`config.mk`:
```
export PLATFORM = sky130hd
export DESIGN_NAME = pipe_wb_ram
export DESIGN_NICKNAME = d
export VERILOG_FILES = /design/src/rtl/pwr_pkg.sv /design/src/rtl/pwr_rst_sync.sv /design/src/rtl/pwr_mem.sv /design/src/rtl/pwr_track.sv /design/src/rtl/pipe_wb_ram.sv
export SDC_FILE = /design/constraint.sdc
export NUM_CORES = 1
export LEC_CHECK = 0
export BUFFER_PORTS_ARGS = -buffer_cell sky130_fd_sc_hd__buf_2
export CORE_ASPECT_RATIO = 0.9
export CORE_MARGIN = 1
export CORE_UTILIZATION = 53
export CTS_CLUSTER_DIAMETER = 80
export DETAILED_ROUTE_END_ITERATION = 10
export GPL_TIMING_DRIVEN = 0
export PLACE_DENSITY = 0.69
export SYNTH_ARGS = -nofsm -noshare
export SYNTH_HDL_FRONTEND = slang
export SYNTH_SLANG_ARGS = --single-unit
```
`constraint.sdc`:
```
create_clock -name clk -period 2 [get_ports clk]
set_clock_uncertainty 0.05 [all_clocks]
set_input_delay 0.1 -clock clk [delete_from_list [all_inputs] [get_ports clk]]
set_output_delay 0.1 -clock clk [all_outputs]
set_load 0.02 [all_outputs]
```
`src/rtl/pwr_pkg.sv`:
```
`timescale 1ns/1ps
package pwr_pkg;

  typedef enum logic {
    PWR_CLASSIC = 1'b0,
    PWR_PIPED   = 1'b1
  } pwr_mode_e;

  // number of ack-tracking stages between acceptance and ack
  function automatic int unsigned pwr_depth(input int unsigned lat, input int unsigned oreg);
    return 1 + lat + ((oreg != 0) ? 1 : 0);
  endfunction

  function automatic pwr_mode_e pwr_mode(input int unsigned lat);
    return (lat == 0) ? PWR_CLASSIC : PWR_PIPED;
  endfunction

endpackage

```
`src/rtl/pwr_rst_sync.sv`:
```
`timescale 1ns/1ps
module pwr_rst_sync #(
  parameter int unsigned STAGES = 2
) (
  input  logic clk,
  input  logic arst_n,
  output logic rst_n_o
);

  logic [STAGES-1:0] chain_q;
  logic [STAGES-1:0] chain_n;

  always_comb begin
    chain_n = {chain_q[STAGES-2:0], 1'b1};
  end

  always_ff @(posedge clk or negedge arst_n) begin
    if (!arst_n) chain_q <= '0;
    else         chain_q <= chain_n;
  end

  assign rst_n_o = chain_q[STAGES-1];

endmodule

```
`src/rtl/pwr_mem.sv`:
```
`timescale 1ns/1ps
module pwr_mem #(
  parameter int unsigned WORDS  = 24,
  parameter int unsigned DATA_W = 32,
  parameter int unsigned SEL_W  = DATA_W / 8,
  parameter int unsigned ADDR_W = $clog2(WORDS)
) (
  input  logic              clk,
  input  logic              rst_n,
  input  logic              wr_en,
  input  logic              rd_en,
  input  logic [ADDR_W-1:0] addr,
  input  logic [SEL_W-1:0]  sel,
  input  logic [DATA_W-1:0] wdat,
  output logic [DATA_W-1:0] rd_q
);

  localparam logic [ADDR_W:0] LIMIT = (ADDR_W + 1)'(WORDS);

  logic [DATA_W-1:0] mem [WORDS];
  logic              in_range;
  logic              wr_go;
  logic [DATA_W-1:0] rd_n;

  assign in_range = ({1'b0, addr} < LIMIT);
  assign wr_go    = wr_en & in_range;

  // storage array: byte lanes gated by sel, no reset on the array
  always_ff @(posedge clk) begin
    if (wr_go) begin
      for (int b = 0; b < int'(SEL_W); b++) begin
        if (sel[b]) mem[addr][8*b +: 8] <= wdat[8*b +: 8];
      end
    end
  end

  // first read stage: captured word, or zero beyond the last word
  always_comb begin
    rd_n = rd_q;
    if (rd_en) rd_n = in_range ? mem[addr] : '0;
  end

  always_ff @(posedge clk or negedge rst_n) begin
    if (!rst_n) rd_q <= '0;
    else        rd_q <= rd_n;
  end

  // a full-word write followed by a read of the same index returns that word
  assert_wr_then_rd_R3: assert property (@(posedge clk) disable iff (!rst_n)
    (wr_en && in_range && (&sel)) ##1 (rd_en && addr == $past(addr))
      |=> rd_q == $past(wdat, 2));

endmodule

```
`src/rtl/pwr_track.sv`:
```
`timescale 1ns/1ps
module pwr_track #(
  parameter int unsigned DEPTH  = 4,
  parameter int unsigned DATA_W = 32
) (
  input  logic              clk,
  input  logic              rst_n,
  input  logic              cyc_i,
  input  logic              rd_acc,
  input  logic              wr_acc,
  input  logic [DATA_W-1:0] rd_q,
  output logic              ack_o,
  output logic [DATA_W-1:0] dat_o,
  output logic              busy_o
);

  // stages older than the final one; empty means no older ack in flight
  localparam logic [DEPTH-1:0] OLDER_MASK = {DEPTH{1'b1}} >> 1;

  logic [DEPTH-1:0] vld_q;
  logic [DEPTH-1:0] vld_n;
  logic             older_empty;
  logic             shift_en;

  assign older_empty = ((vld_q & OLDER_MASK) == '0);
  assign shift_en    = |vld_q;

  always_comb begin
    vld_n = '0;
    if (cyc_i) begin
      vld_n    = vld_q << 1;
      vld_n[0] = rd_acc | (wr_acc & ~older_empty);
      if (wr_acc & older_empty) vld_n[DEPTH-1] = 1'b1;
    end
  end

  always_ff @(posedge clk or negedge rst_n) begin
    if (!rst_n) vld_q <= '0;
    else        vld_q <= vld_n;
  end

  generate
    if (DEPTH > 1) begin : g_dpipe
      logic [DATA_W-1:0] dq [DEPTH-1];
      always_ff @(posedge clk) begin
        if (shift_en) begin
          dq[0] <= rd_q;
          for (int i = 1; i < int'(DEPTH) - 1; i++) dq[i] <= dq[i-1];
        end
      end
      assign dat_o = dq[DEPTH-2];
    end else begin : g_direct
      assign dat_o = rd_q;
    end
  endgenerate

  assign ack_o  = vld_q[DEPTH-1] & cyc_i;
  assign busy_o = |vld_q;

  assert_flush_R8: assert property (@(posedge clk) disable iff (!rst_n)
    !cyc_i |=> !ack_o);

  assert_early_write_R4: assert property (@(posedge clk) disable iff (!rst_n)
    (wr_acc && older_empty) |=> (ack_o || !cyc_i));

  assert_late_write_R5: assert property (@(posedge clk) disable iff (!rst_n)
    (wr_acc && !older_empty && cyc_i) |=> busy_o);

endmodule

```
`src/rtl/pipe_wb_ram.sv`:
```
`timescale 1ns/1ps
module pipe_wb_ram #(
  parameter int unsigned WORDS   = 24,
  parameter int unsigned DATA_W  = 32,
  parameter int unsigned LATENCY = 2,
  parameter int unsigned OUT_REG = 1,
  localparam int unsigned SEL_W  = DATA_W / 8,
  localparam int unsigned ADDR_W = $clog2(WORDS)
) (
  input  logic              clk,
  input  logic              arst_n,
  input  logic              wb_cyc_i,
  input  logic              wb_stb_i,
  input  logic              wb_we_i,
  input  logic [ADDR_W-1:0] wb_adr_i,
  input  logic [SEL_W-1:0]  wb_sel_i,
  input  logic [DATA_W-1:0] wb_dat_i,
  output logic [DATA_W-1:0] wb_dat_o,
  output logic              wb_ack_o,
  output logic              wb_stall_o
);
  import pwr_pkg::*;

  localparam int unsigned DEPTH   = pwr_depth(LATENCY, OUT_REG);
  localparam pwr_mode_e   MODE    = pwr_mode(LATENCY);
  localparam logic        CLASSIC = (MODE == PWR_CLASSIC);

  logic rst_n;
  logic busy;
  logic acc;
  logic rd_acc;
  logic wr_acc;
  logic [DATA_W-1:0] rd_q;

  pwr_rst_sync #(.STAGES(2)) u_rst (
    .clk     (clk),
    .arst_n  (arst_n),
    .rst_n_o (rst_n)
  );

  // classic mode holds off new work until the outstanding ack is out
  assign wb_stall_o = CLASSIC & busy;
  assign acc        = wb_cyc_i & wb_stb_i & ~wb_stall_o;
  assign rd_acc     = acc & ~wb_we_i;
  assign wr_acc     = acc &  wb_we_i;

  pwr_mem #(
    .WORDS  (WORDS),
    .DATA_W (DATA_W),
    .SEL_W  (SEL_W),
    .ADDR_W (ADDR_W)
  ) u_mem (
    .clk   (clk),
    .rst_n (rst_n),
    .wr_en (wr_acc),
    .rd_en (rd_acc),
    .addr  (wb_adr_i),
    .sel   (wb_sel_i),
    .wdat  (wb_dat_i),
    .rd_q  (rd_q)
  );

  pwr_track #(
    .DEPTH  (DEPTH),
    .DATA_W (DATA_W)
  ) u_track (
    .clk    (clk),
    .rst_n  (rst_n),
    .cyc_i  (wb_cyc_i),
    .rd_acc (rd_acc),
    .wr_acc (wr_acc),
    .rd_q   (rd_q),
    .ack_o  (wb_ack_o),
    .dat_o  (wb_dat_o),
    .busy_o (busy)
  );

  assert_classic_hold_R7: assert property (@(posedge clk) disable iff (!rst_n)
    (CLASSIC && acc) |=> wb_stall_o);

  assert_classic_ack_R7: assert property (@(posedge clk) disable iff (!rst_n)
    (CLASSIC && wb_ack_o) |-> wb_stall_o);

  assert_reset_quiet_R9: assert property (@(posedge clk)
    !rst_n |-> (!wb_ack_o && !wb_stall_o));

endmodule

```
---- Word level (Yosys, flattened, before mapping) ----
Memory sizes are Yosys's and may differ from the RTL's.
Index checks and enable logic that the tools add are counted.
operators by class
  $add $sub $neg .......................... 0
  multipliers ............................. 0
  divide/modulo/power cells ............... 0
  magnitude comparators ................... 1
  equal/unequal tests ..................... 0
  shift-type cells ........................ 0
  multiplexer cells ....................... 17
  bitwise operators ....................... 10
  reductions and logical operators ........ 2
operators with widths
  operator              number
  $mux W32              1
  $mux W1               15
  $and A1 B1 Y1         7
  $lt A5 B5 Y1 const B  1
  $logic_not A4 Y1      1
  $mux W4               1
  $reduce_or A4 Y1      1
  $not A1 Y1            2
  $or A1 B1 Y1          1
storage, ports and cells
  flip-flop bits (word level) ............. 38
  bits in latches ......................... 0
  bits in writable memories ............... 864
  memory bits (read-only) ................. 0
  input port bits ......................... 46
  output and inout port bits .............. 34
  word-level logic and storage cells ...... 35
  memories ................................ 2
memories
  memory              depth  width  rd ports  clocked after memory_dff  write ports  RTL line         RTL
  u_mem.mem           24     32     1         0                         1            pwr_mem.sv:20    logic [DATA_W-1:0] mem [WORDS];
  u_track.g_dpipe.dq  3      32     3         0                         3            pwr_track.sv:44  logic [DATA_W-1:0] dq [DEPTH-1];

---- Logic depth before layout (Yosys ltp) ----
  depth in word-level cells ............... 5
  gate-level depth with buffers ........... 7
  gate-level depth less buffers ........... 4

---- Cells and area by module ----
A second synthesis with hierarchy kept.
second synthesis, totals
  cells, all modules ...................... 1,847
  area, all modules ....................... 34,493.1 sq um
by module, submodules not included
  module        times used  cells an instance  area each (sq um)  seq. area each (sq um)
  pwr_mem       1           1,698              31,131.1           23,862.9
  pwr_track     1           142                3,280.6            2,982.9
  pwr_rst_sync  1           3                  53.8               50.0
  pipe_wb_ram   1           4                  27.5               0.0

---- Worst setup path after synthesis ----
No wires, ideal clock.
  path kind ............................... reg-to-reg
  start ................................... register u_track.vld_q[1]
  end ..................................... memory u_track.g_dpipe.dq[0][0] (enable)
  library setup time ...................... 907 ps
  arrival time ............................ 2,224 ps
  data required time ...................... 1,043 ps
  path slack .............................. -1,181 ps
  stages on the path, launching flop included .. 3
  buffers on the path ..................... 0
  period minus slack after synthesis ...... 3,181 ps
  cell sequence ........................... dfrtp_1 nor3_1 nand2b_1
RTL lines
  what                      RTL line         RTL
  start: declaration        pwr_track.sv:20  logic [DEPTH-1:0] vld_q;
  start signal: assignment  pwr_track.sv:39  else vld_q <= vld_n;
  end: declaration          pwr_track.sv:44

---- Final worst setup path ----
  start ................................... input wb_adr_i[2]
  end ..................................... memory u_mem.mem[11][6] (enable)
on the way
  word-level cells in the longest chain between the ends .. 4
RTL lines
  what                           RTL line           RTL
  start: declaration             pipe_wb_ram.sv:15  input logic [ADDR_W-1:0] wb_adr_i,
  $lt A5 B5 Y1                   pwr_mem.sv:25      assign in_range = ({1'b0, addr} < LIMIT);
  $and A1 B1 Y1                  pwr_mem.sv:26      assign wr_go = wr_en & in_range;
  $mux W1                        pwr_mem.sv:30      if (wr_go) begin
  $mux W1 (not written as such)  pwr_mem.sv:32      if (sel[b]) mem[addr][8*b +: 8] <= wdat[8*b +: 8];
  end: declaration               pwr_mem.sv:20
Parallel ways exist; a longest one is shown, timed or not.

==> metrics.md <==
| Metric | Value |
|---|---|
| Antenna fix cells | 0 |
| Maximum clock insertion buffer count | 3 |
| Initial antenna violation count | 2 |
| Filler instances | 4391 |
| CTS tree | yes |
| Fin nets | 2016 |
| DRT Pass-1 Iters | 6 |
| DP HPWL | 56980 microns |
| Seq cells post-synth | 902 |
| Data required time at the worst endpoint | 2.24 ns |
| Overall Power | 0.03952 W |
| Outcome | finished with violations |
| Worst setup EP type | flip-flop |
| Via-per-instance ratio | 6.261 |
| Synth top area share | 76.06% |
| GR Overflow Total | 0 |
| Clock root buffer | clkbuf_16 |
| Vias in the first global route | 18.06k |
| # setup viols final | 603 |
| # IOs | 80 |
| Violated checks | setup timing |
| Kind of critical path | primary input to flip-flop |
| Die H | 242.7 microns |
| H-tree level count | 3 |
| Post-synthesis cell area | 0.03411 sq mm |
| Initial Util | 54.03% |
| Final wirelength | 88920 microns |
| Via count | 18.08k |
| Worst-Skew Late Latency | 0.64 ns |
| Part of the cycle the worst path needs | 112.8% |
| Total GRT Usage | 27.24% |
| Synth cell types | 42 |
| Area Overhead vs Synth | 16.50% |
| Max-cap violations | 0 |
| Mapped Cells | 1747 |
| Sequential fraction of the synthesis area | 78.85% |
| Final Slew Violations | 0 |
| Tmin final | 2.255 ns |
| Main flop type after synthesis | edfxtp_1 |
| Die span in x | 269.4 microns |
| Clock Pin Slew Worst Setup and Hold Paths | 0.07 ns |
| Routed wire length per instance | 30.79 microns |
| DRC marker count from the first detailed-route iteration | 2519 |
| Critical Path Start Type | primary input |
| PortBufs | 78 |
| FP Rows | 87 |
| Ranking of synthesized cells by area | edfxtp_1 76%, mux4_2 6.1%, mux2i_1 5.4% |
| Post-detailed-route count of antenna-violating nets | 0 |
| Die area | 0.06538 sq mm |
| First-pass GRT wire length | 125100 microns |
| Most frequent cell after synthesis | edfxtp_1 |
| Leading area contributor after synthesis | edfxtp_1 |
| Clk sinks | 902 |
| Share of cells above drive strength 1 | 26.33% |
| Async S/R FF share, synth | 4.213% |
| PnR worst setup slack | -0.2551 ns |
| Hold Fails Final Rpt | 0 |
| Crit path DAT | 2.50 ns |
| Number of synthesized flops with an enable pin | 864 |
| Pleak | 13.18 nW |
| Power Density | 994.4 mW/mm^2 |
| Synthesis Warnings | 0 |
| Peak Freq | 443.4 MHz |
| Number of CTS-inserted buffers | 86 |
| Post-synth top cells | 864 x edfxtp_1, 183 x mux2i_1, 99 x nor2_1 |
| Mean Syn Cell Area | 19.53 sq um |
| Core footprint | 0.06314 sq mm |
| Tightest Hold Check Type | primary input to flip-flop |
| Slew @ Worst Pin | 1.143 ns |
| Worst vdd ir | 0.7364 mV |
| Pin count of the biggest net entering global routing | 25 |
| Post-synthesis net count | 1793 |
| Util after Layout | 62.94% |
| Slew margin rel. | 23.79% |
| CP Max Fanout | 10 |
| RSZ-0062 raised after global routing | yes |
| DRC violations left | 0 |
| Routability congestion estimate | 0.9496 |
[cell usage in the layout, fill, tap and decap left out, types with 8 or more instances in the layout]
cell and count:
a32o_1 10, dlygate4sd3_1 38, nand3_1 21, o22ai_1 57
clkinv_2 19, a221oi_1 13, nand4_1 22, clkbuf_1 32
mux4_2 93, nor2_2 21, clkinv_1 15, a31oi_1 10
nand2_1 49, a22oi_1 60, mux2i_1 183, dfrtp_1 36
o221ai_1 13, inv_1 14, buf_2 123, o211ai_1 10
buf_12 14, buf_4 47, clkbuf_2 12, clkbuf_16 88
nor2_4 76, o21ai_1 21, edfxtp_1 864, clkbuf_8 8
[registers in the layout, summed over array words and instances, names as in the netlist]
| register | flops |
|---|---|
| u_mem.mem | 768 |
| u_track.g_dpipe.dq | 96 |
| u_rst.chain_q | 2 |
| u_track.vld_q | 4 |
| u_mem.rd_q | 32 |
[final timing paths]
path                                   from          endpoint  slack [ns]  cells after the start
max                             wb_adr_i[2]  u_mem.mem[11][6]       -0.26                      7
min                             wb_adr_i[3]     u_mem.rd_q[1]        0.07                      4
max reg2reg                u_track.vld_q[2]  u_track.vld_q[0]        0.25                      5
min reg2reg                u_rst.chain_q[1]    u_mem.rd_q[21]        0.19                      0
max in group asynchronous  u_rst.chain_q[1]  u_track.vld_q[3]        1.11                      1
min in group asynchronous  u_rst.chain_q[1]    u_mem.rd_q[21]        0.19                      0
[layer usage]
metal,vias to the layer above,share of wire [%],global-route usage [%]
met5,-,0.073,0.7310
met4,2,3.9,9.642
met3,215,11,8.755
met2,1007,46,42.81
met1,9345,38,35.91
li1,7513,-,-
[critical path: stages]
cell and delay [ns]:
buf_2 0.13, buf_2 0.18, buf_2 0.27, buf_2 0.34
nor3b_1 0.45, nand2_1 0.54, nor2_4 0.46
[cells by family (layout without fill, tap and decap cells)]
family	after synthesis	in the layout	synth area share, %
other	2	2	0.02202
and+or+nand+nor	225	228	3.067
AOI/OAI and AO/OA	199	199	4.119
DFF	902	902	78.85
muxes	277	277	11.59
buffers and inverters	142	435	2.355
[final cells by class]
cell class,instances,area (sq um),area share [%]
Sequential cell,902,26900,67.69
Multi-Input combinational cell,706,7102,17.87
Clock buffer,112,2372,5.970
Timing Repair Buffer,132,1066,2.683
Tap cell,845,1057,2.661
Buffer,128,772.0,1.943
Clock inverter,49,416.7,1.049
Inverter,14,52.55,0.1322
[what timing repair did]
item | CTS | global route
hold buffers | 38 | 0
cloned | 3 | 0
setup buffers | 9 | 6
endpoints found under the setup margin | 716 | 751
endpoints found under the hold margin | 774 | 0
gates resized for setup | 105 | 103
pin swaps | 4 | 5
[power by group]
part           switching (W)  leakage [nW]  internal (W)
Sequential          0.000196          8.32        0.0212
Clock                0.00688          1.37       0.00917
Combinational        0.00139          3.49      0.000705
Total                0.00846          13.2        0.0311
[per-stage QoR]
step | worst slack (ns) | hold WS [ns] | cells | cell area [sq um] | setup TNS, ns
after detailed placement | -1.225 | -0.1593 | 2671 | 35590 | -690.36
after global placement | -1.103 | -0.1604 | 2670 | 35570 | -643.52
after global routing | -0.2361 | 0.03277 | 2888 | 39740 | -52.88
after CTS | -0.2165 | 0.002965 | 2882 | 39260 | -27.14
after floorplan | 0.09901 | -0.2456 | 1747 | 34120 | 0
final | -0.2551 | 0.06612 | 2888 | 39740 | -65.71
Power figures use the tool's default switching activity.
